===== src/rtl/rfsh_timer_pkg.sv =====
package rfsh_timer_pkg;
  localparam int BUS_W  = 16;
  localparam int CNT_W  = 8;
  localparam int RFC_W  = 10;
  localparam int SEL_W  = 3;
  localparam int ADDR_W = 2;
  localparam int BKEY_W = BUS_W - CNT_W;
  localparam int RKEY_W = BUS_W - RFC_W;
  localparam logic [BKEY_W-1:0] KEY_BYTE = 8'hA5;
  localparam logic [RKEY_W-1:0] KEY_RFC  = 6'b101001;

  typedef enum logic [ADDR_W-1:0] {
    REG_CSR = 2'd0,
    REG_CNT = 2'd1,
    REG_COR = 2'd2,
    REG_RFC = 2'd3
  } regSel_e;

  typedef struct packed {
    logic             wrCsr;
    logic             wrCnt;
    logic             wrCor;
    logic             wrRfc;
    logic [RFC_W-1:0] data;
  } wrStrobes_t;
endpackage


===== src/rtl/rfsh_timer_ctrl.sv =====
module rfsh_timer_ctrl
  import rfsh_timer_pkg::*;
(
  input  logic              clk,
  input  logic              porRstN,
  input  logic              manRst,
  input  logic              standby,
  input  logic              busWr,
  input  logic              busWord,
  input  logic [ADDR_W-1:0] busAddr,
  input  logic [BUS_W-1:0]  busWdata,
  output wrStrobes_t        strb
);
  logic accessOk, byteKeyOk, rfcKeyOk;

  always_comb begin
    accessOk   = busWr && busWord && !standby && !manRst;
    byteKeyOk  = busWdata[BUS_W-1:CNT_W] == KEY_BYTE;
    rfcKeyOk   = busWdata[BUS_W-1:RFC_W] == KEY_RFC;
    strb       = '0;
    strb.data  = busWdata[RFC_W-1:0];
    strb.wrCsr = accessOk && byteKeyOk && (busAddr == REG_CSR);
    strb.wrCnt = accessOk && byteKeyOk && (busAddr == REG_CNT);
    strb.wrCor = accessOk && byteKeyOk && (busAddr == REG_COR);
    strb.wrRfc = accessOk && rfcKeyOk  && (busAddr == REG_RFC);
  end

  // a byte access never produces a write strobe
  assert_byte_ignored_R7: assert property (@(posedge clk) disable iff (!porRstN)
    (busWr && !busWord) |-> !(strb.wrCsr || strb.wrCnt || strb.wrCor || strb.wrRfc));

  // at most one register is written per access
  assert_one_target_R7: assert property (@(posedge clk) disable iff (!porRstN)
    $onehot0({strb.wrCsr, strb.wrCnt, strb.wrCor, strb.wrRfc}));
endmodule


===== src/rtl/rfsh_timer_datapath.sv =====
module rfsh_timer_datapath
  import rfsh_timer_pkg::*;
(
  input  logic              clk,
  input  logic              porRstN,
  input  logic              manRst,
  input  logic              standby,
  input  logic              prescTick,
  input  logic              refreshEn,
  input  logic              autoMode,
  input  logic [ADDR_W-1:0] busAddr,
  input  wrStrobes_t        strb,
  output logic [BUS_W-1:0]  busRdata,
  output logic              refreshReq
);
  localparam logic [RFC_W-1:0] LIMIT_FULL = '1;
  localparam logic [RFC_W-1:0] LIMIT_HALF = {1'b0, {(RFC_W-1){1'b1}}};

  logic [CNT_W-1:0] intCnt, cmpConst;
  logic [RFC_W-1:0] evtCnt, evtLimit;
  logic [SEL_W-1:0] clkSel;
  logic             limitSel, cmfFlag, ovfFlag;
  logic             cntAdv, match, evtStep, evtWrap;

  always_comb begin
    cntAdv   = prescTick && (clkSel != '0) && !standby;
    match    = cntAdv && (intCnt == cmpConst);
    evtLimit = limitSel ? LIMIT_HALF : LIMIT_FULL;
    evtStep  = refreshReq && !standby && !strb.wrRfc;
    evtWrap  = evtStep && (evtCnt == evtLimit);
  end

  always_ff @(posedge clk or negedge porRstN) begin
    if (!porRstN) begin
      intCnt     <= '0;
      cmpConst   <= '0;
      evtCnt     <= '0;
      clkSel     <= '0;
      limitSel   <= 1'b0;
      cmfFlag    <= 1'b0;
      ovfFlag    <= 1'b0;
      refreshReq <= 1'b0;
    end else begin
      refreshReq <= match && refreshEn && autoMode;

      if (strb.wrCnt)      intCnt <= strb.data[CNT_W-1:0];
      else if (match)      intCnt <= '0;
      else if (cntAdv)     intCnt <= intCnt + 1'b1;

      if (strb.wrCor)      cmpConst <= strb.data[CNT_W-1:0];

      if (strb.wrRfc)      evtCnt <= strb.data;
      else if (evtWrap)    evtCnt <= '0;
      else if (evtStep)    evtCnt <= evtCnt + 1'b1;

      if (strb.wrCsr) begin
        clkSel   <= strb.data[SEL_W-1:0];
        limitSel <= strb.data[3];
      end

      if (manRst)                          cmfFlag <= 1'b0;
      else if (match)                      cmfFlag <= 1'b1;
      else if (strb.wrCsr && !strb.data[7]) cmfFlag <= 1'b0;

      if (manRst)                          ovfFlag <= 1'b0;
      else if (evtWrap)                    ovfFlag <= 1'b1;
      else if (strb.wrCsr && !strb.data[6]) ovfFlag <= 1'b0;
    end
  end

  always_comb begin
    case (busAddr)
      REG_CSR: busRdata = {{(BUS_W-8){1'b0}}, cmfFlag, ovfFlag, 2'b00, limitSel, clkSel};
      REG_CNT: busRdata = {{(BUS_W-CNT_W){1'b0}}, intCnt};
      REG_COR: busRdata = {{(BUS_W-CNT_W){1'b0}}, cmpConst};
      default: busRdata = {{(BUS_W-RFC_W){1'b0}}, evtCnt};
    endcase
  end

  assert_match_clears_R1: assert property (@(posedge clk) disable iff (!porRstN)
    (match && !strb.wrCnt && !manRst) |=> (intCnt == '0) && cmfFlag);

  assert_sel_zero_holds_R1: assert property (@(posedge clk) disable iff (!porRstN)
    (clkSel == '0 && !strb.wrCnt) |=> $stable(intCnt));

  assert_req_gated_R2: assert property (@(posedge clk) disable iff (!porRstN)
    !(match && refreshEn && autoMode) |=> !refreshReq);

  assert_req_single_R2: assert property (@(posedge clk) disable iff (!porRstN)
    refreshReq |=> !refreshReq);

  assert_flag_set_wins_R3: assert property (@(posedge clk) disable iff (!porRstN)
    (match && strb.wrCsr && !manRst) |=> cmfFlag);

  assert_evt_wrap_R5: assert property (@(posedge clk) disable iff (!porRstN)
    (evtWrap && !manRst) |=> (evtCnt == '0) && ovfFlag);

  assert_standby_hold_R10: assert property (@(posedge clk) disable iff (!porRstN)
    standby |=> $stable(cmpConst) && $stable(evtCnt) && $stable(intCnt) && !refreshReq);

  assert_manrst_flags_R9: assert property (@(posedge clk) disable iff (!porRstN)
    manRst |=> !cmfFlag && !ovfFlag && $stable(cmpConst));
endmodule


===== src/rtl/rfsh_interval_timer.sv =====
module rfsh_interval_timer
  import rfsh_timer_pkg::*;
(
  input  logic              clk,
  input  logic              por_n,
  input  logic              man_rst,
  input  logic              standby,
  input  logic              presc_tick,
  input  logic              refresh_en,
  input  logic              auto_mode,
  input  logic [ADDR_W-1:0] bus_addr,
  input  logic              bus_wr,
  input  logic              bus_word,
  input  logic [BUS_W-1:0]  bus_wdata,
  output logic [BUS_W-1:0]  bus_rdata,
  output logic              refresh_req
);
  wrStrobes_t strb;

  rfsh_timer_ctrl ctrl_i (
    .clk      (clk),
    .porRstN  (por_n),
    .manRst   (man_rst),
    .standby  (standby),
    .busWr    (bus_wr),
    .busWord  (bus_word),
    .busAddr  (bus_addr),
    .busWdata (bus_wdata),
    .strb     (strb)
  );

  rfsh_timer_datapath dp_i (
    .clk        (clk),
    .porRstN    (por_n),
    .manRst     (man_rst),
    .standby    (standby),
    .prescTick  (presc_tick),
    .refreshEn  (refresh_en),
    .autoMode   (auto_mode),
    .busAddr    (bus_addr),
    .strb       (strb),
    .busRdata   (bus_rdata),
    .refreshReq (refresh_req)
  );
endmodule


===== config.mk =====
export PLATFORM = sky130hd
export DESIGN_NAME = rfsh_interval_timer
export DESIGN_NICKNAME = d
export VERILOG_FILES = /design/src/rtl/rfsh_timer_pkg.sv /design/src/rtl/rfsh_timer_ctrl.sv /design/src/rtl/rfsh_timer_datapath.sv /design/src/rtl/rfsh_interval_timer.sv
export SDC_FILE = /design/constraint.sdc
export NUM_CORES = 1
export LEC_CHECK = 0
export ABC_AREA = 0
export BUFFER_PORTS_ARGS = -buffer_cell sky130_fd_sc_hd__buf_2
export CAP_MARGIN = 20
export CORE_MARGIN = 10
export CORE_UTILIZATION = 35
export DETAILED_ROUTE_END_ITERATION = 12
export GPL_ROUTABILITY_DRIVEN = 0
export GPL_TIMING_DRIVEN = 0
export PLACE_DENSITY_LB_ADDON = 0.15
export SYNTH_ARGS = -nofsm -noshare
export SYNTH_HDL_FRONTEND = slang
export SYNTH_SLANG_ARGS = --single-unit

===== constraint.sdc =====
create_clock -name clk -period 1.7 [get_ports clk]
set_input_delay 0.255 -clock clk [delete_from_list [all_inputs] [get_ports clk]]
set_output_delay 0.255 -clock clk [all_outputs]
set_load 0.02 [all_outputs]

==> metrics <==
R2R depth 6; synthesized area per cell 9.74 um^2; r2r setup slk 0.05 ns; Final Non-Filler Cells 367; FF/Latch Area 842 um^2; Synth Area in Adders 0.0115; Design Power 0.00161 W; max cap viols 0; most common cell after layout, fill and taps aside buf_2; register area share after synthesis 0.378; Synth Warn # 0; DRT iter0 DRCs 120; Tmin final 1.74 ns; CTS sink cnt 33; number of synthesized flops with an enable pin 0; CTS root buffer clkbuf_8; first-pass GRT wire length 10400 um; Die X 99.0 um; crit path launch type flip-flop; ranking of synthesized cells by area dfrtp_1 (38%), mux4_2 (6.2%), mux2_2 (5.7%); Finish-stage setup viols 1; initial antenna violation count 0; die area 9790 um^2; IO Count 44; Primary FF master, synth dfrtp_1; Synth top area share 0.378; total track usage 0.131; nets@finish 320; Buffers on Ports 35; largest net degree at the start of global routing 34; reg2reg end dp_i.intCnt[7]; Worst-path clk slew 0.07 ns; Max-slew headroom 0.484; Final Max Slew Viols 0; ANT cells 0; cts bufs inserted 5; initial core utilization 0.364; Area growth syn-to-layout 33.6%; dpl cells 339; hpwl dp 4650 um; vias in the first global route 1996; Peak VDD IR 0.343 mV; Die Y 99.0 um; PwrDens 553 nW/um^2; CP required 1.44 ns; CTS tree yes; P_leak 1.35 nW; flops & latches, synth 33; Hold Vio Cnt, Final 0; total vias in the final route 1982; wire per inst 17.4 um; commonest cells after routing, fill and taps aside buf_2 (33), buf_4 (24), dfrtp_1 (20); critical path class reg2out; total congestion overflow 0; status finished with violations; mapped cell area 2180 um^2; Hold Path Class in2async; Fillers 560; total wire length 6390 um; Fmax 575 MHz; row cnt 28; worst slew pin tran 0.773 ns; H-tree Lvls 2; RSZ-0062 raised after global routing true; async set-reset flop share out of synthesis 1.00; 1st-pass router iterations 4; failing checks negative setup slack; count of different cell masters after synthesis 44; share of layout cells above drive strength 1 0.452; crit share post-route 1.02; worst-path fanout max 5; simple-gate share of the synthesized area 0.256; area leader, netlist dfrtp_1; critical path arrival 1.48 ns; drc violations 0; reg2reg start dp_i.intCnt[0]; largest family of logic cells by synthesized area simple AND/OR/NAND/NOR gates; Setup WS post-layout -0.0383 ns; Core Region 5990 um^2; vias per inst 5.40; Multi-input gate area 1390 um^2; Final ANT Viol Nets 0; Gate Count Post-Synth 224; worst skew pair latency 0.29 ns; CP endpoint kind output port; XOR/XNOR Fraction of Synth Area 0.0522; worst clock skew 0.00824 ns; Synth Area in Compound Gates 0.117; Clock Path Buffers 2; proportion of synthesized area in mux cells 0.134
[state kept, by name, summed over array words and instances, names as in the netlist]
signal           flops
dp_i.clkSel          3
dp_i.cmfFlag         1
dp_i.cmpConst        8
dp_i.evtCnt         10
dp_i.intCnt          8
dp_i.limitSel        1
dp_i.ovfFlag         1
dp_i.refreshReq      1
[Yosys cell counts, types with 5 or more instances]
cell type and n:
nand3_1 14, buf_4 7, a21oi_1 19, nor2_1 20, nor4_1 8, and3_1 9
xor2_1 11, o21ai_0 5, nor3_1 6, clkbuf_1 7, mux4_2 6, dfrtp_1 33
nand2_1 15, mux2_2 11
[final cells by class]
class / instances / share of cell area
buffer: 16 / 0.0403
clock buffer: 8 / 0.0309
inverter: 3 / 0.00386
multi-input combinational: 177 / 0.478
sequential: 33 / 0.289
tap: 75 / 0.0322
timing repair buffer: 55 / 0.126
[repair_timing]
item,CTS,global route
endpoints found under the setup margin,26,23
hold buffers,0,0
resized for setup,21,30
buffers inserted,7,13
pin swaps,5,8
[report_power, final]
part,leakage [nW],internal [W],total [W],switching (W)
logic,0.872,0.0000846,0.000189,0.000104
registers,0.431,0.000790,0.000798,0.00000818
clock network,0.0455,0.000330,0.000626,0.000295
total,1.35,0.00121,0.00161,0.000408
[worst max-delay path by stage]
stage | slack [ns] | start | endpoint
after floorplan | -0.0009 | bus_wdata[12] | dp_i.cmpConst[0]
after global placement | -0.46 | dp_i.clkSel[0] | dp_i.cmfFlag
after detailed placement | -0.44 | dp_i.clkSel[0] | dp_i.cmfFlag
after CTS | 0.0003 | dp_i.intCnt[0] | dp_i.refreshReq
after global routing | -0.08 | dp_i.intCnt[1] | bus_rdata[1]
final | -0.04 | dp_i.intCnt[1] | bus_rdata[1]
[metal layers]
| layer | vias up | GRT usage | part of all wire |
|---|---|---|---|
| li1 | 954 | - | - |
| met1 | 956 | 0.181 | 0.49 |
| met2 | 61 | 0.188 | 0.44 |
| met3 | 11 | 0.0342 | 0.060 |
| met4 | 0 | 0.0474 | 0.016 |
| met5 | - | 0 | 0 |
[through the flow]
| step | setup slack (ns) | utilization | cell area [um^2] | hold slack [ns] | TNS (ns) |
|---|---|---|---|---|---|
| global route | -0.0846 | 0.487 | 2920 | 0.0915 | -0.462 |
| global placement | -0.458 | 0.414 | 2480 | 0.388 | -7.94 |
| floorplan | -0.000926 | - | 2210 | -0.0406 | -0.00463 |
| finish | -0.0383 | 0.487 | 2920 | 0.0394 | -0.0383 |
| CTS | 0.000252 | 0.449 | 2690 | 0.0525 | 0 |
| detailed placement | -0.445 | 0.414 | 2480 | 0.379 | -8.15 |
[critical path: stages (launching register included)]
cell	delay (ns)
dfrtp_2	0.45
buf_6	0.13
mux4_2	0.47
buf_6	0.15
[logic make-up (layout without fill, tap and decap cells)]
family / after synthesis / after routing
adder cells (fa/ha/maj): 2 / 2
AND/OR/NAND/NOR: 95 / 95
AO/OA/AOI/OAI: 41 / 41
other: 1 / 6
XOR/XNOR: 13 / 13
flip-flops: 33 / 33
multiplexers: 20 / 20
buffers and inverters: 19 / 82
Power figures use the tool's default switching activity.
